File: config.mk
export PLATFORM = sky130hd
export DESIGN_NAME = e1_spare_ins
export DESIGN_NICKNAME = d
export VERILOG_FILES = /design/src/rtl/e1sb_pkg.sv /design/src/rtl/e1sb_hostregs.sv /design/src/rtl/e1sb_bitseq.sv /design/src/rtl/e1sb_merge.sv /design/src/rtl/e1_spare_ins.sv
export SDC_FILE = /design/constraint.sdc
export NUM_CORES = 1
export LEC_CHECK = 0
export BUFFER_PORTS_ARGS = -buffer_cell sky130_fd_sc_hd__buf_2
export CORE_MARGIN = 4
export CORE_UTILIZATION = 40
export DETAILED_ROUTE_END_ITERATION = 8
export PLACE_DENSITY = 0.55
export SLEW_MARGIN = 20
export SYNTH_ARGS = -nofsm -noshare
export SYNTH_HDL_FRONTEND = slang
export SYNTH_SLANG_ARGS = --single-unit
File: constraint.sdc
create_clock -name clk -period 4 [get_ports clk]
set_clock_uncertainty 0.1 [all_clocks]
set_input_delay 0.2 -clock clk [delete_from_list [all_inputs] [get_ports clk]]
set_output_delay 0.2 -clock clk [all_outputs]
set_load 0.05 [all_outputs]
File: src/rtl/e1sb_pkg.sv
// Package: shared constants and the timeslot-0 position map for the
// spare-bit inserter. Assumes the E1 timeslot-0 layout with bit 7 sent first.
package e1sb_pkg;
    localparam int NSRC   = 8;   // number of spare-bit sources
    localparam int TS_W   = 8;   // timeslot byte width
    localparam int SRC_SI_ALN = 0;   // only source carried in even frames

    // Output bit position that source s occupies in its frame.
    function automatic int slot_pos(input int s);
        if (s <= 1)      return 7;       // international bits
        else if (s == 2) return 5;       // remote alarm
        else             return 7 - s;   // Sa4..Sa8 -> 4..0
    endfunction

    // True when source s is carried in even (alignment) frames.
    function automatic bit in_even(input int s);
        return (s == SRC_SI_ALN);
    endfunction
endpackage

File: src/rtl/e1sb_hostregs.sv
// Module: host-written source registers and the per-source enable register.
// Assumes addresses 0..NSRC-1 select sources, NSRC selects enables, the rest
// are unused. Writes land on the clock edge where wr_en is high.
module e1sb_hostregs #(
    parameter int NSRC  = 8,
    parameter int REG_W = 8,
    parameter int AW    = 4
) (
    input  logic                            clk,
    input  logic                            rst_n,
    input  logic                            wr_en,
    input  logic [AW-1:0]                   wr_addr,
    input  logic [REG_W-1:0]                wr_data,
    output logic [NSRC-1:0][REG_W-1:0]      host_q,
    output logic [NSRC-1:0]                 ctrl_q
);
    localparam logic [AW-1:0] CTRL_ADDR = AW'(NSRC);

    for (genvar s = 0; s < NSRC; s++) begin : g_src
        localparam logic [AW-1:0] MY_ADDR = AW'(s);
        // Hold one source register, replaced on a matching write.
        always_ff @(posedge clk) begin
            if (!rst_n)
                host_q[s] <= '0;
            else if (wr_en && wr_addr == MY_ADDR)
                host_q[s] <= wr_data;
        end
    end

    // Hold the enable register, replaced on a write to its address.
    always_ff @(posedge clk) begin
        if (!rst_n)
            ctrl_q <= '0;
        else if (wr_en && wr_addr == CTRL_ADDR)
            ctrl_q <= wr_data[NSRC-1:0];
    end
endmodule

File: src/rtl/e1sb_bitseq.sv
// Module: working shift registers, one per source. Each loads from its host
// register at the frame-0 strobe and shifts once per frame of its parity.
// Assumes frames arrive in order, one strobe per frame. In frame 0 the
// alignment source reads its host register directly, since that frame uses
// the value being sampled.
module e1sb_bitseq
    import e1sb_pkg::*;
#(
    parameter int NSRC  = 8,
    parameter int REG_W = 8,
    parameter int FN_W  = $clog2(2 * REG_W)
) (
    input  logic                        clk,
    input  logic                        rst_n,
    input  logic                        frm_strobe,
    input  logic [FN_W-1:0]             frm_num,
    input  logic [NSRC-1:0][REG_W-1:0]  host_q,
    output logic [NSRC-1:0]             cur_bit
);
    logic boundary;
    logic odd_frame;
    logic [NSRC-1:0][REG_W-1:0] work_q;

    assign boundary  = frm_strobe && (frm_num == '0);
    assign odd_frame = frm_num[0];

    for (genvar s = 0; s < NSRC; s++) begin : g_seq
        if (in_even(s)) begin : g_even
            // Alignment source: load pre-shifted at frame 0, shift on even frames.
            always_ff @(posedge clk) begin
                if (!rst_n)
                    work_q[s] <= '0;
                else if (boundary)
                    work_q[s] <= host_q[s] << 1;
                else if (frm_strobe && !odd_frame)
                    work_q[s] <= work_q[s] << 1;
            end
            assign cur_bit[s] = (frm_num == '0) ? host_q[s][REG_W-1]
                                                : work_q[s][REG_W-1];
        end else begin : g_odd
            // Odd-frame source: load at frame 0, shift after each odd frame.
            always_ff @(posedge clk) begin
                if (!rst_n)
                    work_q[s] <= '0;
                else if (boundary)
                    work_q[s] <= host_q[s];
                else if (frm_strobe && odd_frame)
                    work_q[s] <= work_q[s] << 1;
            end
            assign cur_bit[s] = work_q[s][REG_W-1];
        end
    end
endmodule

File: src/rtl/e1sb_merge.sv
// Module: overlays enabled source bits on the upstream timeslot-0 byte and
// registers the result. Assumes cur_bit is valid in the strobe cycle.
module e1sb_merge
    import e1sb_pkg::*;
#(
    parameter int NSRC = 8,
    parameter int TW   = 8
) (
    input  logic            clk,
    input  logic            rst_n,
    input  logic            frm_strobe,
    input  logic            boundary,
    input  logic            odd_frame,
    input  logic [TW-1:0]   ts0_in,
    input  logic [NSRC-1:0] cur_bit,
    input  logic [NSRC-1:0] ctrl_q,
    output logic [TW-1:0]   ts0_out,
    output logic            out_valid,
    output logic            mf_sample
);
    logic [TW-1:0] merged;

    // Replace each enabled position whose source belongs to this frame parity.
    always_comb begin
        merged = ts0_in;
        for (int s = 0; s < NSRC; s++) begin
            if (ctrl_q[s] && (in_even(s) != odd_frame))
                merged[slot_pos(s)] = cur_bit[s];
        end
    end

    // Register the byte and the strobe-aligned flags.
    always_ff @(posedge clk) begin
        if (!rst_n) begin
            ts0_out   <= '0;
            out_valid <= 1'b0;
            mf_sample <= 1'b0;
        end else begin
            out_valid <= frm_strobe;
            mf_sample <= boundary;
            if (frm_strobe)
                ts0_out <= merged;
        end
    end
endmodule

File: src/rtl/e1_spare_ins.sv
// Module: top of the E1 timeslot-0 spare-bit inserter. Ties together the host
// registers, the per-source bit sequencers and the output merge.
// Assumes an in-order frame strobe with frm_num valid alongside it.
module e1_spare_ins
    import e1sb_pkg::*;
#(
    parameter int REG_W = 8,
    parameter int AW    = 4,
    parameter int FN_W  = $clog2(2 * REG_W)
) (
    input  logic              clk,
    input  logic              rst_n,
    input  logic              frm_strobe,
    input  logic [FN_W-1:0]   frm_num,
    input  logic [TS_W-1:0]   ts0_in,
    input  logic              wr_en,
    input  logic [AW-1:0]     wr_addr,
    input  logic [REG_W-1:0]  wr_data,
    output logic [TS_W-1:0]   ts0_out,
    output logic              out_valid,
    output logic              mf_sample
);
    logic [NSRC-1:0][REG_W-1:0] host_q;
    logic [NSRC-1:0]            ctrl_q;
    logic [NSRC-1:0]            cur_bit;
    logic                       boundary;

    assign boundary = frm_strobe && (frm_num == '0);

    e1sb_hostregs #(.NSRC(NSRC), .REG_W(REG_W), .AW(AW)) u_regs (
        .clk(clk), .rst_n(rst_n), .wr_en(wr_en), .wr_addr(wr_addr),
        .wr_data(wr_data), .host_q(host_q), .ctrl_q(ctrl_q)
    );

    e1sb_bitseq #(.NSRC(NSRC), .REG_W(REG_W), .FN_W(FN_W)) u_seq (
        .clk(clk), .rst_n(rst_n), .frm_strobe(frm_strobe),
        .frm_num(frm_num), .host_q(host_q), .cur_bit(cur_bit)
    );

    e1sb_merge #(.NSRC(NSRC), .TW(TS_W)) u_merge (
        .clk(clk), .rst_n(rst_n), .frm_strobe(frm_strobe),
        .boundary(boundary), .odd_frame(frm_num[0]), .ts0_in(ts0_in),
        .cur_bit(cur_bit), .ctrl_q(ctrl_q), .ts0_out(ts0_out),
        .out_valid(out_valid), .mf_sample(mf_sample)
    );
endmodule

==> impl_metrics.yaml, run 1 <==
placement:
  dp_hpwl_um: 11180
  portBuffers: 37
  place_area_um2: 6745
  gp_congestion: 0.7586
synthesis:
  syn_area_per_cell_um2: 8.611
  ys_seq_area_share_pct: 44.24
  synth_edf_count: 0
  async_reset_ff_share_pct: 0
  synth_fp_nets: 790
  synthCells: 762
  syn_area_um2: 6561
  synth_seq_cells: 145
  synth.distinct_cells: 43
  yosys_warnings: 0
  synth_ff_type: "dfxtp_1"
setup_path:
  end_kind: "flop"
  crit_family: "simple AND/OR/NAND/NOR gates"
  crit_type: "in -> reg"
  path_depth: 5
  crit_fanout: 41
  r2r_setup_slack_ns: 2.94
  cp_cell_sequence: "buf_2 > nor2b_4 > buf_4 > and3_1 > o31a_1"
  r2r_cells: 3
  arrival_ns: 1.96
  r2r-end: "u_merge.ts0_out[7]$_SDFFE_PN0P_"
  critPathMaxStageDelay_ns: 0.75
  r2r_start: "u_regs.ctrl_q[0]$_SDFFE_PN0P_"
  cp-start-kind: "input port"
  slowest_stage: "nor2b_4"
  timing.critical_path.buf_inv: 2
  worstPathRequired_ns: 4.26
floorplan:
  die_w_um: 136.1
  rows: 46
  top_level_ports: 38
  dieArea_um2: 18520
  initial_core_util_pct: 41.01
  die_h_um: 136.1
  core_um2: 16000
final_layout:
  antenna_cells: 0
  finalInstanceArea_um2: 7373
  fin_nets: 775
  layout-drive-gt1-share_pct: 11.74
  syn_to_final_growth_pct: 12.38
global_routing:
  track_usage_pct: 20.85
  antenna_found_initial: 0
  grt_max_degree: 52
  grt_pass1_wl_um: 30400
  grt_pass1_vias: 5605
  grt-ovfl-total: 0
timing:
  rsz0062_at_grt: "no"
  maxSlewViolCount: 0
  worstMarginPinSlew_ns: 1.049
  slew_headroom_pct: 29.82
  fin_crit_sh_pct: 42.54
  fin_tns_setup_ns: 0
  fmax_ghz: 0.5876
  hold_viol: 0
  post-route-min-period_ns: 1.702
  setup_viol: 0
clock_tree:
  numCtsBuffers: 17
  root_buffer: "clkbuf_16"
  clockBufferDepth: 2
  postCtsSetupRepairBufs: 0
  cts_tree: "yes"
  h-tree-depth: 4
  cts.sinks: 145
  clkTransAtPathRegs_ns: 0.06
  clock_latency_ns: 0.42
detailed_routing:
  routedWlPerCell_um: 19.29
  vias_per_cell: 5.903
  drtAntennaViolNets: 0
  routed_wl_um: 18790
  drtPass1Iterations: 5
  vias: 5750
  drc_errors: 0
  first_iter_violations: 487
hold_path:
  hp-start: "ts0_in[7]"
  hold_depth: 3
  hold_class: "in -> reg"
  hold_end: "u_merge.ts0_out[7]$_SDFFE_PN0P_"
flow_run:
  maxCapViolations: 0
pwr:
  p_sw_uw: 783.0
  p_seq_share_pct: 45.6
  p_per_area_nw_per_um2: 438.2
  swShare_pct: 24.23
  p_int_uw: 2448
  p_clk_share_pct: 46.8
  ir_drop_mv: 0.3247
  combPwrFrac_pct: 7.6
  p_leak_uw: 0.002653
status:
  status: "complete, no violations"
-- tightest hold or removal path: cells and delay by family --
kind                   cells  cell delay, ns
AOI/OAI and AO/OA          2            0.20
buffers and inverters      1            0.10
-- how the worst max path moves through the flow --
stage	to	slack (ns)	startpoint
floorplan	u_seq.work_q[51]$_SDFFE_PN0P_	2.56	frm_num[0]
global placement	u_seq.work_q[38]$_SDFFE_PN0P_	1.92	frm_strobe
detailed placement	u_seq.work_q[7]$_SDFFE_PN0P_	1.87	frm_strobe
CTS	u_seq.work_q[7]$_SDFFE_PN0P_	2.31	frm_strobe
global route	u_seq.work_q[7]$_SDFFE_PN0P_	2.15	frm_strobe
finish	u_seq.work_q[37]$_SDFFE_PN0P_	2.30	frm_strobe
-- power by group through the flow --
stage          logic, uW  clock network (uW)  registers (uW)
6_report             247                1510            1470
5_1_grt              266                1610            1470
3_5_place_dp         241                   0            1500
3_3_place_gp         239                   0            1500
2_1_floorplan        144                   0            1520
4_1_cts              247                1540            1470
-- metrics by stage --
step                      power, uW  utilization [%]  cells  hold WS (ns)  worst slack (ns)
after floorplan                1667                -    762        0.2473             2.564
after global placement         1742            42.16    937        0.3473             1.918
after detailed placement       1745            42.16    937        0.3555             1.867
after CTS                      3256            46.08    974       0.01735             2.309
after global routing           3349            46.08    974       0.03916             2.154
final                          3231            46.08    974       0.02445             2.298
-- repair_timing --
action                     in CTS  in global routing
gates resized for setup         0                  0
hold buffers                    7                  0
setup endpoints to repair       0                  0
hold endpoints to repair        7                  0
-- layout make-up --
type	instances	area (um^2)
flip-flops and latches	145	2903
multi-input cells	521	3238
inverters	3	11.26
clock inverters	5	52.55
well taps	216	270.3
fillers	1617	8627
clock buffers	25	505.5
repair buffers	59	392.9
-- sequential cells by signal, summed over array words and instances (netlist names) --
| signal | flops |
|---|---|
| u_regs.host_q | 64 |
| u_seq.work_q | 56 |
| u_merge.out_valid | 1 |
| u_merge.ts0_out | 8 |
| u_merge.mf_sample | 1 |
| u_regs.ctrl_q | 8 |
| u_seq.cur_bit | 7 |
-- layer usage --
layer / global-route usage (%) / part of all wire, %
met1: 27.95 / 47
met4: 6.495 / 0.94
met3: 4.404 / 4.2
met5: 0 / 0
met2: 33.71 / 48
-- cells by family after synthesis --
group	Yosys count	synth area share [%]
AO/OA/AOI/OAI	272	27.08
AND/OR/NAND/NOR	247	21.74
flip-flops	145	44.24
buffers and inverters	96	6.617
multiplexers	2	0.3242
-- placed cells by master (no fill, tap or decap), types with 5 or more instances in the layout --
master and count:
clkbuf_8 5, o22ai_1 7, dfxtp_1 145, dlygate4sd3_1 7, clkbuf_16 17, nor3b_1 49, a22o_1 49, buf_4 13
o31a_1 49, nand2_1 40, a31oi_1 6, a21oi_1 73, nand3_1 80, a311oi_1 6, o21ai_0 78, buf_2 37
nor2_1 9, and3_1 49
-- cell usage after synthesis, types with 2 or more instances --
master    number  area [um^2]
nor2_1         9        33.78
clkbuf_1      64        240.2
nand2_1       40        150.1
nor4b_1        2        17.52
dfxtp_1      145         2903
o31a_1        49        429.2
nand3_1       80        400.4
nand2b_1       2        12.51
a22o_1        49        429.2
nor3b_1       49        367.9
o22ai_1        7        43.79
o21ai_0       78        390.4
nor2b_1        3        18.77
and3_1        49        306.5
buf_4          3        22.52
a311oi_1       6        52.55
a21oi_1       73        365.4
buf_2         20        100.1
buf_6          5        56.30
a31oi_1        6        37.54
Power figures use the tool's default switching activity.
==> inputs of run 2 (changes only) <==
- PLACE_DENSITY: 0.55 -> 0.57
- clock period: 4 -> 1.5 ns (I/O delays scaled with it)
==> run 2 against run 1 <==
Effect of this change:
- combinational power grew to 3.2 times the previous value
- routed wire length grew 1.1%
- clock power grew to 3.0 times the previous value
- utilization rose by 3.4 points
- total power rose to 2.8 times the previous value
- hold slack worse by 0.0048 ns
- register-to-register slack worse by 2.7 ns
- cell count is 4.4% higher
- design area is 7.4% higher
- sequential share of layout area shrank 2.7 points
- critical path type unchanged
- largest power group unchanged
==> impl_metrics.yaml, run 2 (same netlist as run 1, synthesis figures left out) <==
status:
  status: "complete, no violations"
timing:
  maxSlewViolCount: 0
  post-route-min-period_ns: 1.308
  slew_headroom_pct: 59.67
  rsz0062_at_grt: "no"
  hold_viol: 0
  fin_tns_setup_ns: 0
  setup_viol: 0
  fin_crit_sh_pct: 87.21
  worstMarginPinSlew_ns: 0.6050
  fmax_ghz: 0.7644
clock_tree:
  root_buffer: "clkbuf_16"
  cts_tree: "yes"
  clock_latency_ns: 0.42
  h-tree-depth: 4
  clockBufferDepth: 2
  numCtsBuffers: 17
  clkTransAtPathRegs_ns: 0.06
  cts_resized: 0
  cts.sinks: 145
global_routing:
  grt_pass1_vias: 5633
  antenna_found_initial: 0
  track_usage_pct: 20.80
  grt-ovfl-total: 0
  grt_max_degree: 52
  grt_pass1_wl_um: 30120
pwr:
  p_per_area_nw_per_um2: 1158
  ir_drop_mv: 0.7702
  power_uw: 9169
  p_leak_uw: 0.002921
detailed_routing:
  routedWlPerCell_um: 18.68
  vias: 5960
  first_iter_violations: 552
  drc_errors: 0
  drtAntennaViolNets: 0
  vias_per_cell: 5.860
  drtPass1Iterations: 8
  routed_wl_um: 18990
final_layout:
  fin_nets: 817
  syn_to_final_growth_pct: 20.65
  multi_input_area_um2: 3238
  final_common_cell: "dfxtp_1"
  fillers: 1578
  seqCellArea_um2: 2903
  layout_common_cells: "dfxtp_1, nand3_1, o21ai_0"
  layout-drive-gt1-share_pct: 15.23
  antenna_cells: 0
  reg_top3: "u_regs.host_q x64, u_seq.work_q x56"
  largest_reg_flops: 64
  largest_register: "u_regs.host_q"
hold_path:
  hold_end: "u_regs.ctrl_q[7]$_SDFFE_PN0P_"
  hp-start: "wr_addr[3]"
  hold_class: "in -> reg"
  hold_depth: 4
floorplan:
  top_level_ports: 38
  core_um2: 16000
  initial_core_util_pct: 41.01
  rows: 46
  die_h_um: 136.1
  dieArea_um2: 18520
  die_w_um: 136.1
setup_path:
  r2r-end: "u_merge.ts0_out[6]$_SDFFE_PN0P_"
  timing.critical_path.buf_inv: 4
  r2r_start: "u_merge.ts0_out[6]$_SDFFE_PN0P_"
  slowest_stage: "dlygate4sd3_1"
  critPathMaxStageDelay_ns: 0.54
  end_kind: "flop"
  r2r_setup_slack_ns: 0.23
  cp-start-kind: "input port"
  arrival_ns: 1.51
  crit_type: "in -> reg"
  r2r_cells: 3
  worstPathRequired_ns: 1.70
  crit_family: "buffers and inverters"
  crit_fanout: 48
  cp_cell_sequence: "dlygate4sd3_1 > buf_2 > inv_2 > buf_12 > a21oi_1"
placement:
  dp_hpwl_um: 11910
  portBuffers: 37
  gp_congestion: 0.8001
flow_run:
  maxCapViolations: 0
run 2: final cells by class:
class | instances | share of cell area (%)
clock buffer | 20 | 5.769
sequential | 145 | 36.67
inverter | 3 | 0.1422
timing repair buffer | 101 | 11.06
multi-input combinational | 521 | 40.90
tap | 216 | 3.414
clock inverter | 11 | 2.039
run 2: power by group:
part,leakage (uW),total (uW),internal [uW],switching [uW]
Sequential,0.00117,3930,3900,23.6
Combinational,0.00144,784,252,532
Clock,0.000305,4460,2850,1610
Total,0.00292,9170,7000,2160
run 2: how the worst max path moves through the flow:
stage / start / cells after the start / to
after floorplan: frm_num[0] / 7 / u_seq.work_q[51]$_SDFFE_PN0P_
after global placement: frm_num[0] / 4 / u_seq.work_q[27]$_SDFFE_PN0P_
after detailed placement: frm_num[0] / 4 / u_seq.work_q[54]$_SDFFE_PN0P_
after CTS: rst_n / 5 / u_regs.host_q[52]$_SDFFE_PN0P_
after global routing: rst_n / 5 / u_regs.host_q[54]$_SDFFE_PN0P_
final: rst_n / 5 / u_regs.host_q[17]$_SDFFE_PN0P_
run 2: worst min-delay path, delay by kind of cell:
family | cells | cell delay [ns]
compound gates | 1 | 0.05
buf+inv | 2 | 0.28
simple gates | 1 | 0.08
run 2: metrics by stage:
step | setup slack [ns] | hold WS [ns] | cells | utilization, % | area [um^2]
6_report | 0.1918 | 0.01968 | 1017 | 49.48 | 7916
3_3_place_gp | 0.07411 | 0.2136 | 967 | 44.42 | 7108
2_1_floorplan | 0.1894 | 0.1223 | 762 | - | 6561
4_1_cts | 0.2039 | 0.01682 | 1017 | 49.48 | 7916
5_1_grt | 0.1311 | 0.04068 | 1017 | 49.48 | 7916
3_5_place_dp | 0.05442 | 0.2294 | 967 | 44.42 | 7108
run 2: metal layers:
| layer | wire length (um) | track usage [%] |
|---|---|---|
| met1 | 8707 | 27.76 |
| met5 | 0 | 0 |
| met4 | 345 | 7.055 |
| met2 | 9016 | 33.82 |
| met3 | 924 | 3.923 |
run 2: repair_timing:
action                                  4_1_cts  5_1_grt
hold endpoints to repair                     81        0
buffers inserted                              0        0
endpoints found under the setup margin        0        0
hold buffers                                 19        0
